==> src/rtl/uerr_pkg.sv <==
package uerr_pkg;
  localparam int unsigned REG_W = 32;
  localparam int unsigned HDR_W = 128;
  localparam int unsigned PTR_W = $clog2(REG_W);

  localparam int unsigned B_UNEXP_CPL = 16;
  localparam int unsigned B_CPL_ABORT = 15;
  localparam int unsigned B_CPL_TMO   = 14;
  localparam int unsigned B_FC_PROTO  = 13;
  localparam int unsigned B_POISON    = 12;
  localparam int unsigned B_DL_PROTO  = 4;

  // status bits that hardware can set
  localparam logic [REG_W-1:0] STS_IMPL = (REG_W'(1) << B_UNEXP_CPL) | (REG_W'(1) << B_CPL_ABORT)
                                        | (REG_W'(1) << B_CPL_TMO)   | (REG_W'(1) << B_FC_PROTO)
                                        | (REG_W'(1) << B_POISON)    | (REG_W'(1) << B_DL_PROTO);
  // writable mask bits: 20, 18, 17, 16, 15, 14
  localparam logic [REG_W-1:0] MSK_IMPL = 32'h0017_C000;
  // errors whose header is logged
  localparam logic [REG_W-1:0] HDR_CAP  = (REG_W'(1) << B_UNEXP_CPL) | (REG_W'(1) << B_CPL_ABORT)
                                        | (REG_W'(1) << B_POISON);
endpackage

==> src/rtl/uerr_sts_reg.sv <==
module uerr_sts_reg #(
  parameter int unsigned W = 32,
  parameter logic [W-1:0] IMPL = '0
) (
  input  logic         clk_i,
  input  logic         rst_ni,
  input  logic [W-1:0] set_i,
  input  logic [W-1:0] clr_i,
  output logic [W-1:0] sts_o
);
  for (genvar g = 0; g < W; g++) begin : g_bit
    if (IMPL[g]) begin : g_impl
      logic q;
      always_ff @(posedge clk_i or negedge rst_ni) begin
        if (!rst_ni)       q <= 1'b0;
        else if (set_i[g]) q <= 1'b1;   // set beats clear
        else if (clr_i[g]) q <= 1'b0;
      end
      assign sts_o[g] = q;
    end else begin : g_rsvd
      assign sts_o[g] = 1'b0;
    end
  end
endmodule

==> src/rtl/uerr_msk_reg.sv <==
module uerr_msk_reg #(
  parameter int unsigned W = 32,
  parameter logic [W-1:0] IMPL = '0
) (
  input  logic         clk_i,
  input  logic         rst_ni,
  input  logic         wr_i,
  input  logic [W-1:0] wdata_i,
  output logic [W-1:0] msk_o
);
  for (genvar g = 0; g < W; g++) begin : g_bit
    if (IMPL[g]) begin : g_impl
      logic q;
      always_ff @(posedge clk_i or negedge rst_ni) begin
        if (!rst_ni)   q <= 1'b0;
        else if (wr_i) q <= wdata_i[g];
      end
      assign msk_o[g] = q;
    end else begin : g_rsvd
      assign msk_o[g] = 1'b0;
    end
  end
endmodule

==> src/rtl/uerr_first_cap.sv <==
module uerr_first_cap #(
  parameter int unsigned W     = 32,
  parameter int unsigned HDR_W = 128,
  parameter logic [W-1:0] HDR_CAP = '0,
  localparam int unsigned PTR_W = $clog2(W)
) (
  input  logic             clk_i,
  input  logic             rst_ni,
  input  logic [W-1:0]     cand_i,
  input  logic [W-1:0]     sts_i,
  input  logic [HDR_W-1:0] hdr_i,
  output logic [PTR_W-1:0] fep_o,
  output logic [HDR_W-1:0] hdr_log_o
);
  logic [PTR_W-1:0] fep_q;
  logic [HDR_W-1:0] hdr_q;
  logic [PTR_W-1:0] win_idx;
  logic             win_vld;
  logic             locked;
  logic             cap;

  // lowest set index wins: descending scan, last hit stays
  always_comb begin
    win_vld = 1'b0;
    win_idx = '0;
    for (int i = W - 1; i >= 0; i--) begin
      if (cand_i[i]) begin
        win_vld = 1'b1;
        win_idx = PTR_W'(i);
      end
    end
  end

  assign locked = sts_i[fep_q];
  assign cap    = win_vld && !locked;

  always_ff @(posedge clk_i or negedge rst_ni) begin
    if (!rst_ni) begin
      fep_q <= '0;
      hdr_q <= '0;
    end else if (cap) begin
      fep_q <= win_idx;
      if (HDR_CAP[win_idx]) hdr_q <= hdr_i;
    end
  end

  assign fep_o     = fep_q;
  assign hdr_log_o = hdr_q;
endmodule

==> src/rtl/uerr_logger.sv <==
module uerr_logger
  import uerr_pkg::*;
#(
  parameter int unsigned HDR_BITS = HDR_W,
  parameter logic [REG_W-1:0] STS_BITS = STS_IMPL,
  parameter logic [REG_W-1:0] MSK_BITS = MSK_IMPL,
  parameter logic [REG_W-1:0] HDR_BITS_CAP = HDR_CAP
) (
  input  logic                clk_i,
  input  logic                rst_ni,
  input  logic [REG_W-1:0]    evt_i,
  input  logic [HDR_BITS-1:0] hdr_i,
  input  logic                wr_sts_i,
  input  logic                wr_msk_i,
  input  logic [REG_W-1:0]    wdata_i,
  output logic [REG_W-1:0]    sts_o,
  output logic [REG_W-1:0]    msk_o,
  output logic [HDR_BITS-1:0] hdr_log_o,
  output logic [PTR_W-1:0]    fep_o,
  output logic [REG_W-1:0]    rpt_o
);
  logic [REG_W-1:0] evt_v;
  logic [REG_W-1:0] clr_v;
  logic [REG_W-1:0] cand;
  logic [REG_W-1:0] rpt_q;

  assign evt_v = evt_i & STS_BITS;
  assign clr_v = wr_sts_i ? wdata_i : '0;
  assign cand  = evt_v & ~msk_o;

  uerr_sts_reg #(.W(REG_W), .IMPL(STS_BITS)) u_sts (
    .clk_i  (clk_i),
    .rst_ni (rst_ni),
    .set_i  (evt_v),
    .clr_i  (clr_v),
    .sts_o  (sts_o)
  );

  uerr_msk_reg #(.W(REG_W), .IMPL(MSK_BITS)) u_msk (
    .clk_i   (clk_i),
    .rst_ni  (rst_ni),
    .wr_i    (wr_msk_i),
    .wdata_i (wdata_i),
    .msk_o   (msk_o)
  );

  uerr_first_cap #(.W(REG_W), .HDR_W(HDR_BITS), .HDR_CAP(HDR_BITS_CAP)) u_cap (
    .clk_i     (clk_i),
    .rst_ni    (rst_ni),
    .cand_i    (cand),
    .sts_i     (sts_o),
    .hdr_i     (hdr_i),
    .fep_o     (fep_o),
    .hdr_log_o (hdr_log_o)
  );

  always_ff @(posedge clk_i or negedge rst_ni) begin
    if (!rst_ni) rpt_q <= '0;
    else         rpt_q <= cand;
  end

  assign rpt_o = rpt_q;
endmodule

==> config.mk <==
export PLATFORM = sky130hd
export DESIGN_NAME = uerr_logger
export DESIGN_NICKNAME = d
export VERILOG_FILES = /design/src/rtl/uerr_pkg.sv /design/src/rtl/uerr_sts_reg.sv /design/src/rtl/uerr_msk_reg.sv /design/src/rtl/uerr_first_cap.sv /design/src/rtl/uerr_logger.sv
export SDC_FILE = /design/constraint.sdc
export NUM_CORES = 1
export LEC_CHECK = 0
export BUFFER_PORTS_ARGS = -buffer_cell sky130_fd_sc_hd__buf_2
export CORE_AREA = 2 2 166 168
export CTS_BUF_LIST = sky130_fd_sc_hd__clkbuf_8 sky130_fd_sc_hd__clkbuf_16
export DETAILED_ROUTE_END_ITERATION = 8
export DIE_AREA = 0 0 168 170
export PLACE_DENSITY_LB_ADDON = 0.25
export SYNTH_ARGS = -nofsm -noshare
export SYNTH_HDL_FRONTEND = slang
export SYNTH_SLANG_ARGS = --single-unit
==> constraint.sdc <==
create_clock -name clk_i -period 4.4 [get_ports clk_i]
set_input_delay 0.88 -clock clk_i [delete_from_list [all_inputs] [get_ports clk_i]]
set_output_delay 0.88 -clock clk_i [all_outputs]
set_load 0.1 [all_outputs]
== Word-level counts from Yosys, hierarchy flattened ==
Memory sizes are Yosys's and may differ from the RTL's.
Index checks and enable logic that the tools add are counted.
Word-level totals
  bits in registers: 177
  ROM bits: 32
  bits of input ports: 196
  output and inout port bits: 229
  memories: 1
Memories
  (no name shown): depth 32, width 1, read ports 1, clocked after Yosys merged registers in 0, write ports 0, RTL line uerr_first_cap.sv:43  | if (HDR_CAP[win_idx]) hdr_q <= hdr_i;
Cells by class
  magnitude comparators: 2
  mux-type cells: 80
  bitwise logic cells: 2
  reduce and logical (&&, ||, !) cells: 9
Operators with widths (count)
  two-way mux 5 bit: 32
  two-way mux 1 bit: 46
  bitwise AND 17 x 32 -> 32 bit: 1
  NOT 21 -> 32 bit: 1
  two-way mux 17 bit: 1
  < comparator 5 x 6 -> 1 bit, second input constant: 2
  nonzero test 2 bit: 6
  binary-select mux 1 bit (select 5 bit): 1
  AND reduction 2 bit: 1
  logical AND 1 bit: 1
  zero test 1 bit: 1

== Longest topological paths before layout ==
  depth in word-level cells: 37
  gate-level depth with buffers: 10
  depth with buffers taken out: 8

== Hierarchy ==
A second synthesis with hierarchy kept.
Unflattened totals
  cells, all modules: 566
  area, all modules: 7713.6 um^2
Modules (own cells, without submodules)
  uerr_first_cap: times used 1, cells each 395, area an instance 6114.6 um^2
  uerr_logger: times used 1, cells each 74, area an instance 641.9 um^2
  uerr_msk_reg: times used 1, cells each 46, area an instance 495.5 um^2
  uerr_sts_reg: times used 1, cells each 51, area an instance 461.7 um^2

== Least setup slack after synthesis ==
Ideal clock, no wire load.
  kind: in2reg
  from: input evt_i[15]
  to: register u_cap.hdr_q[0], in the netlist u_cap.hdr_log_o[0]
  arrival time: 2.872 ns
  required time: 4.274 ns
  slack: 1.401 ns
  cell stages on the path: 9
  path buffers: 2
  cell sequence: nor2b_1 -> a21oi_1 -> or3_1 -> ha_1 -> mux2_2 -> nor3_4 -> buf_12 -> buf_12 -> mux2_4
On the way
  word-level cells in the longest chain between the ends: 20
  elaborated cells on any way between the ends: 37
RTL lines
  from (decl): RTL line uerr_logger.sv:11  | input logic [REG_W-1:0] evt_i,
  bitwise AND 17 x 32 -> 32 bit *: RTL line uerr_logger.sv:29  | assign cand = evt_v & ~msk_o;
  two-way mux 5 bit (16 in a row): RTL line uerr_first_cap.sv:27  | if (cand_i[i]) begin
  memory read (32 x 1 bit)
  two-way mux 1 bit (not written as such): RTL line uerr_first_cap.sv:43
  AND reduction 2 bit (no line) *
  to (signal assigned): RTL line uerr_first_cap.sv:43
  to (decl): RTL line uerr_first_cap.sv:16  | logic [HDR_W-1:0] hdr_q;
Mark *: on every way between the ends. The rest lies on a longest branch, timed or not. The select of a mux whose other input is x is not followed.
A chain may end at the register's enable or synchronous reset.

== Worst setup path in the final report ==
  from: input evt_i[15]
  to: register u_cap.hdr_q[18], in the netlist u_cap.hdr_log_o[18]
On the way
  word-level cells in the longest chain between the ends: 20
  elaborated cells on any way between the ends: 37
RTL lines
  bitwise AND 17 x 32 -> 32 bit *: RTL line uerr_logger.sv:29
  via cand[15]: RTL line uerr_logger.sv:24  | logic [REG_W-1:0] cand;
  two-way mux 5 bit (16 in a row): RTL line uerr_first_cap.sv:27
  memory read (32 x 1 bit)
  two-way mux 1 bit (not written as such): RTL line uerr_first_cap.sv:43
  AND reduction 2 bit (no line) *
Mark *: on every way through the listed nets, which the timed path passes. The rest lies on a longest branch. The select of a mux whose other input is x is not followed.

==> impl_metrics.env <==
export IMPL_drt_drc_violations_left=0
export IMPL_synth_edf_count=0
export IMPL_via_per_inst=3.82
export IMPL_rsz0062_at_grt="no"
export IMPL_outcome="complete, no violations"
export IMPL_grt_pass1_wl_um=23900
export IMPL_synthAdderAreaFrac_pct=0.181
export IMPL_finalSetupViolCount=0
export IMPL_clock_insertion_delay_worst_skew_ns=0.42
export IMPL_grt_met1_usage_pct=13.6
export IMPL_root_buffer="sky130_fd_sc_hd__clkbuf_16"
export IMPL_synth_top_family_by_area="multiplexers"
export IMPL_timing_setup_critical_path_class="input pin to register"
export IMPL_tritoncts_clock_tree="done"
export IMPL_top_level_ports=425
export IMPL_grt_ovfl_total=0
export IMPL_synth_simple_gate_area_share_pct=1.88
export IMPL_place_detailed_hpwl_um=11000
export IMPL_cap_violations=0
export IMPL_largest_net_degree_at_the_start_of_global_routing=82
export IMPL_groute_usage_overall_pct=10.8
export IMPL_floorplan_die_width_um=168
export IMPL_gr_max_usage_layer="met2"
export IMPL_crit_path_start="evt_i[15]"
export IMPL_final_hold_worst_slack_ns=0.455
export IMPL_global_route_usage_met3_pct=4.19
export IMPL_highest_count_cells_in_the_layout_ignoring_fill_and_taps="sky130_fd_sc_hd__buf_2, sky130_fd_sc_hd__dfrtp_1, sky130_fd_sc_hd__mux2_4, sky130_fd_sc_hd__conb_1, sky130_fd_sc_hd__mux2_2"
export IMPL_drt_iter0_drc=125
export IMPL_place_congestion=0.691
export IMPL_max_clock_freq_mhz=325
export IMPL_cts_hold_buf=0
export IMPL_core_area_mm2=0.0267
export IMPL_numCtsBuffers=17
export IMPL_clk_pin_slew_ns=0.06
export IMPL_post_cts_repair_setup_buffers=0
export IMPL_final_setup_tns_ns=0
export IMPL_n_fill_cell=2673
export IMPL_n_antenna_cell=0
export IMPL_gr_usage_met2_pct=17.2
export IMPL_fin_skew_ns=0.0168
export IMPL_multiInputGateArea_mm2=0.00248
export IMPL_netlist_area_mm2=0.00691
export IMPL_yosys_area_share_xor_xnor_pct=0
export IMPL_worst_margin_pin_slew_ns=0.683
export IMPL_die_height_um=170
export IMPL_synth_mux_area_share_pct=27.9
export IMPL_regArea_mm2=0.00378
export IMPL_relSlewSlack_pct=54.4
export IMPL_layout_worst_path_cycle_share_pct=70.0
export IMPL_timing_hold_violations_final=0
export IMPL_start_util_pct=25.9
export IMPL_synth_warnings=0
export IMPL_vias=4105
export IMPL_netlist_instances=433
export IMPL_final_nets=921
export IMPL_first_pass_iters=4
export IMPL_cts_max_level=4
export IMPL_cts_sinks=151
export IMPL_areaGrowthSynthToFinish_pct=28.7
export IMPL_post_synthesis_async_set_or_reset_flop_share_pct=100
export IMPL_synth_area_in_compound_gates_pct=1.63
export IMPL_timing_final_crit_period_ns=3.08
export IMPL_routed_wirelength_um=15400
export IMPL_cts_path_max_buffers=2
export IMPL_ys_ff_latch=151
export IMPL_worst_setup_path_start_kind="input pin"
export IMPL_worstSetupEndpointType="register"
export IMPL_synth_area_per_cell_um2=16.0
export IMPL_placement_rows=60
export IMPL_drive_gt1_share_pct=62.6
export IMPL_slew_viol_final=0
export IMPL_timing_critical_path_required_ns=4.70
export IMPL_grt_antenna_before_repair=0
export IMPL_grt_pass1_vias=4268
export IMPL_dieArea_mm2=0.0286
export IMPL_critical_path_arrival_ns=3.38
export IMPL_dominantRegCellSynth="sky130_fd_sc_hd__dfrtp_1"
export IMPL_most_common_cell_after_layout_fill_and_taps_aside="sky130_fd_sc_hd__buf_2"
export IMPL_synth_seq_area_share_pct=54.7
export IMPL_worst_hold_path_type="input pin to asynchronous set/reset pin"
export IMPL_synth_cell_type_count=30
export IMPL_worst_r2r_startpoint="u_msk.g_bit[15].g_impl.q"
export IMPL_timing_critical_path_fanout_max=67
export IMPL_post_cts_resized=0
export IMPL_route_detailed_wl_per_inst_um=14.3
export IMPL_place_port_buffers=297
export IMPL_ant_nets=0
-- sequential cells by signal, indices dropped and copies added (netlist names) --
signal                flops
u_cap.fep_o               5
rpt_o                     6
u_msk.g_bit.g_impl.q      6
u_sts.g_bit.g_impl.q      6
u_cap.hdr_log_o         128
-- critical path, stage by stage --
cell                      delay (ns)
sky130_fd_sc_hd__buf_2          0.09
sky130_fd_sc_hd__nor2b_1        0.28
sky130_fd_sc_hd__a21oi_1        0.10
sky130_fd_sc_hd__or3_1          0.34
sky130_fd_sc_hd__ha_1           0.30
sky130_fd_sc_hd__mux2_2         0.28
sky130_fd_sc_hd__nor3_4         0.22
sky130_fd_sc_hd__buf_12         0.44
sky130_fd_sc_hd__mux2_4         0.35
-- per-layer routing --
layer  part of all wire [%]  wire [um]  up-vias
met5                      0          0        -
met4                    1.2        189        0
met3                    8.7       1350       10
met2                     47       7230      221
met1                     43       6630     1982
li1                       -          -     1892
-- area by class of cell --
cell class / instances / share of cell area [%]
clock buffer: 17 / 4.78
multi-input combinational: 253 / 27.9
inverter: 1 / 0.0422
timing repair buffer: 300 / 17.5
sequential: 151 / 42.5
tap: 341 / 4.80
clock inverter: 13 / 2.57
-- kinds of logic after synthesis --
group / Yosys count
flip-flops: 151
multiplexers: 137
buffers and inverters: 106
AND/OR/NAND/NOR: 23
AO/OA/AOI/OAI: 14
adder cells (fa/ha/maj): 1
other: 1
-- path summary, 6_finish.rpt --
| kind | endpoint | slack [ns] | cells after the start |
|---|---|---|---|
| max in group asynchronous | u_cap.fep_o[1] | 3.03 | 2 |
| max reg2reg | u_cap.hdr_log_o[18] | 1.47 | 8 |
| min in group clk_i | u_cap.hdr_log_o[85] | 0.48 | 1 |
| max | u_cap.hdr_log_o[18] | 1.32 | 9 |
| min | u_cap.hdr_log_o[9] | 0.45 | 1 |
| min reg2reg | u_cap.hdr_log_o[85] | 0.48 | 1 |
-- cell usage after synthesis, types with 2 or more instances --
| cell type | count | share of area [%] |
|---|---|---|
| sky130_fd_sc_hd__a21o_1 | 6 | 0.65 |
| sky130_fd_sc_hd__buf_12 | 11 | 3.2 |
| sky130_fd_sc_hd__buf_4 | 90 | 9.8 |
| sky130_fd_sc_hd__buf_6 | 2 | 0.33 |
| sky130_fd_sc_hd__dfrtp_1 | 151 | 55 |
| sky130_fd_sc_hd__mux2_1 | 10 | 1.6 |
| sky130_fd_sc_hd__mux2_2 | 26 | 4.2 |
| sky130_fd_sc_hd__mux2_4 | 100 | 22 |
| sky130_fd_sc_hd__nand2_1 | 12 | 0.65 |
| sky130_fd_sc_hd__nor2b_1 | 2 | 0.18 |
| sky130_fd_sc_hd__o21ai_0 | 4 | 0.29 |
-- through the flow --
step / worst slack [ns] / util [%] / area (um2) / std cells
3_5_place_dp: 0.862 / 30.9 / 8240 / 1046
5_1_grt: 1.19 / 33.4 / 8890 / 1076
3_3_place_gp: 0.902 / 30.9 / 8240 / 1046
6_report: 1.32 / 33.4 / 8890 / 1076
2_1_floorplan: 1.40 / - / 7200 / 510
4_1_cts: 1.30 / 33.4 / 8890 / 1076
Power is not shown: default switching activity piles up to over one toggle a cycle in this logic, so the estimate is an artifact.
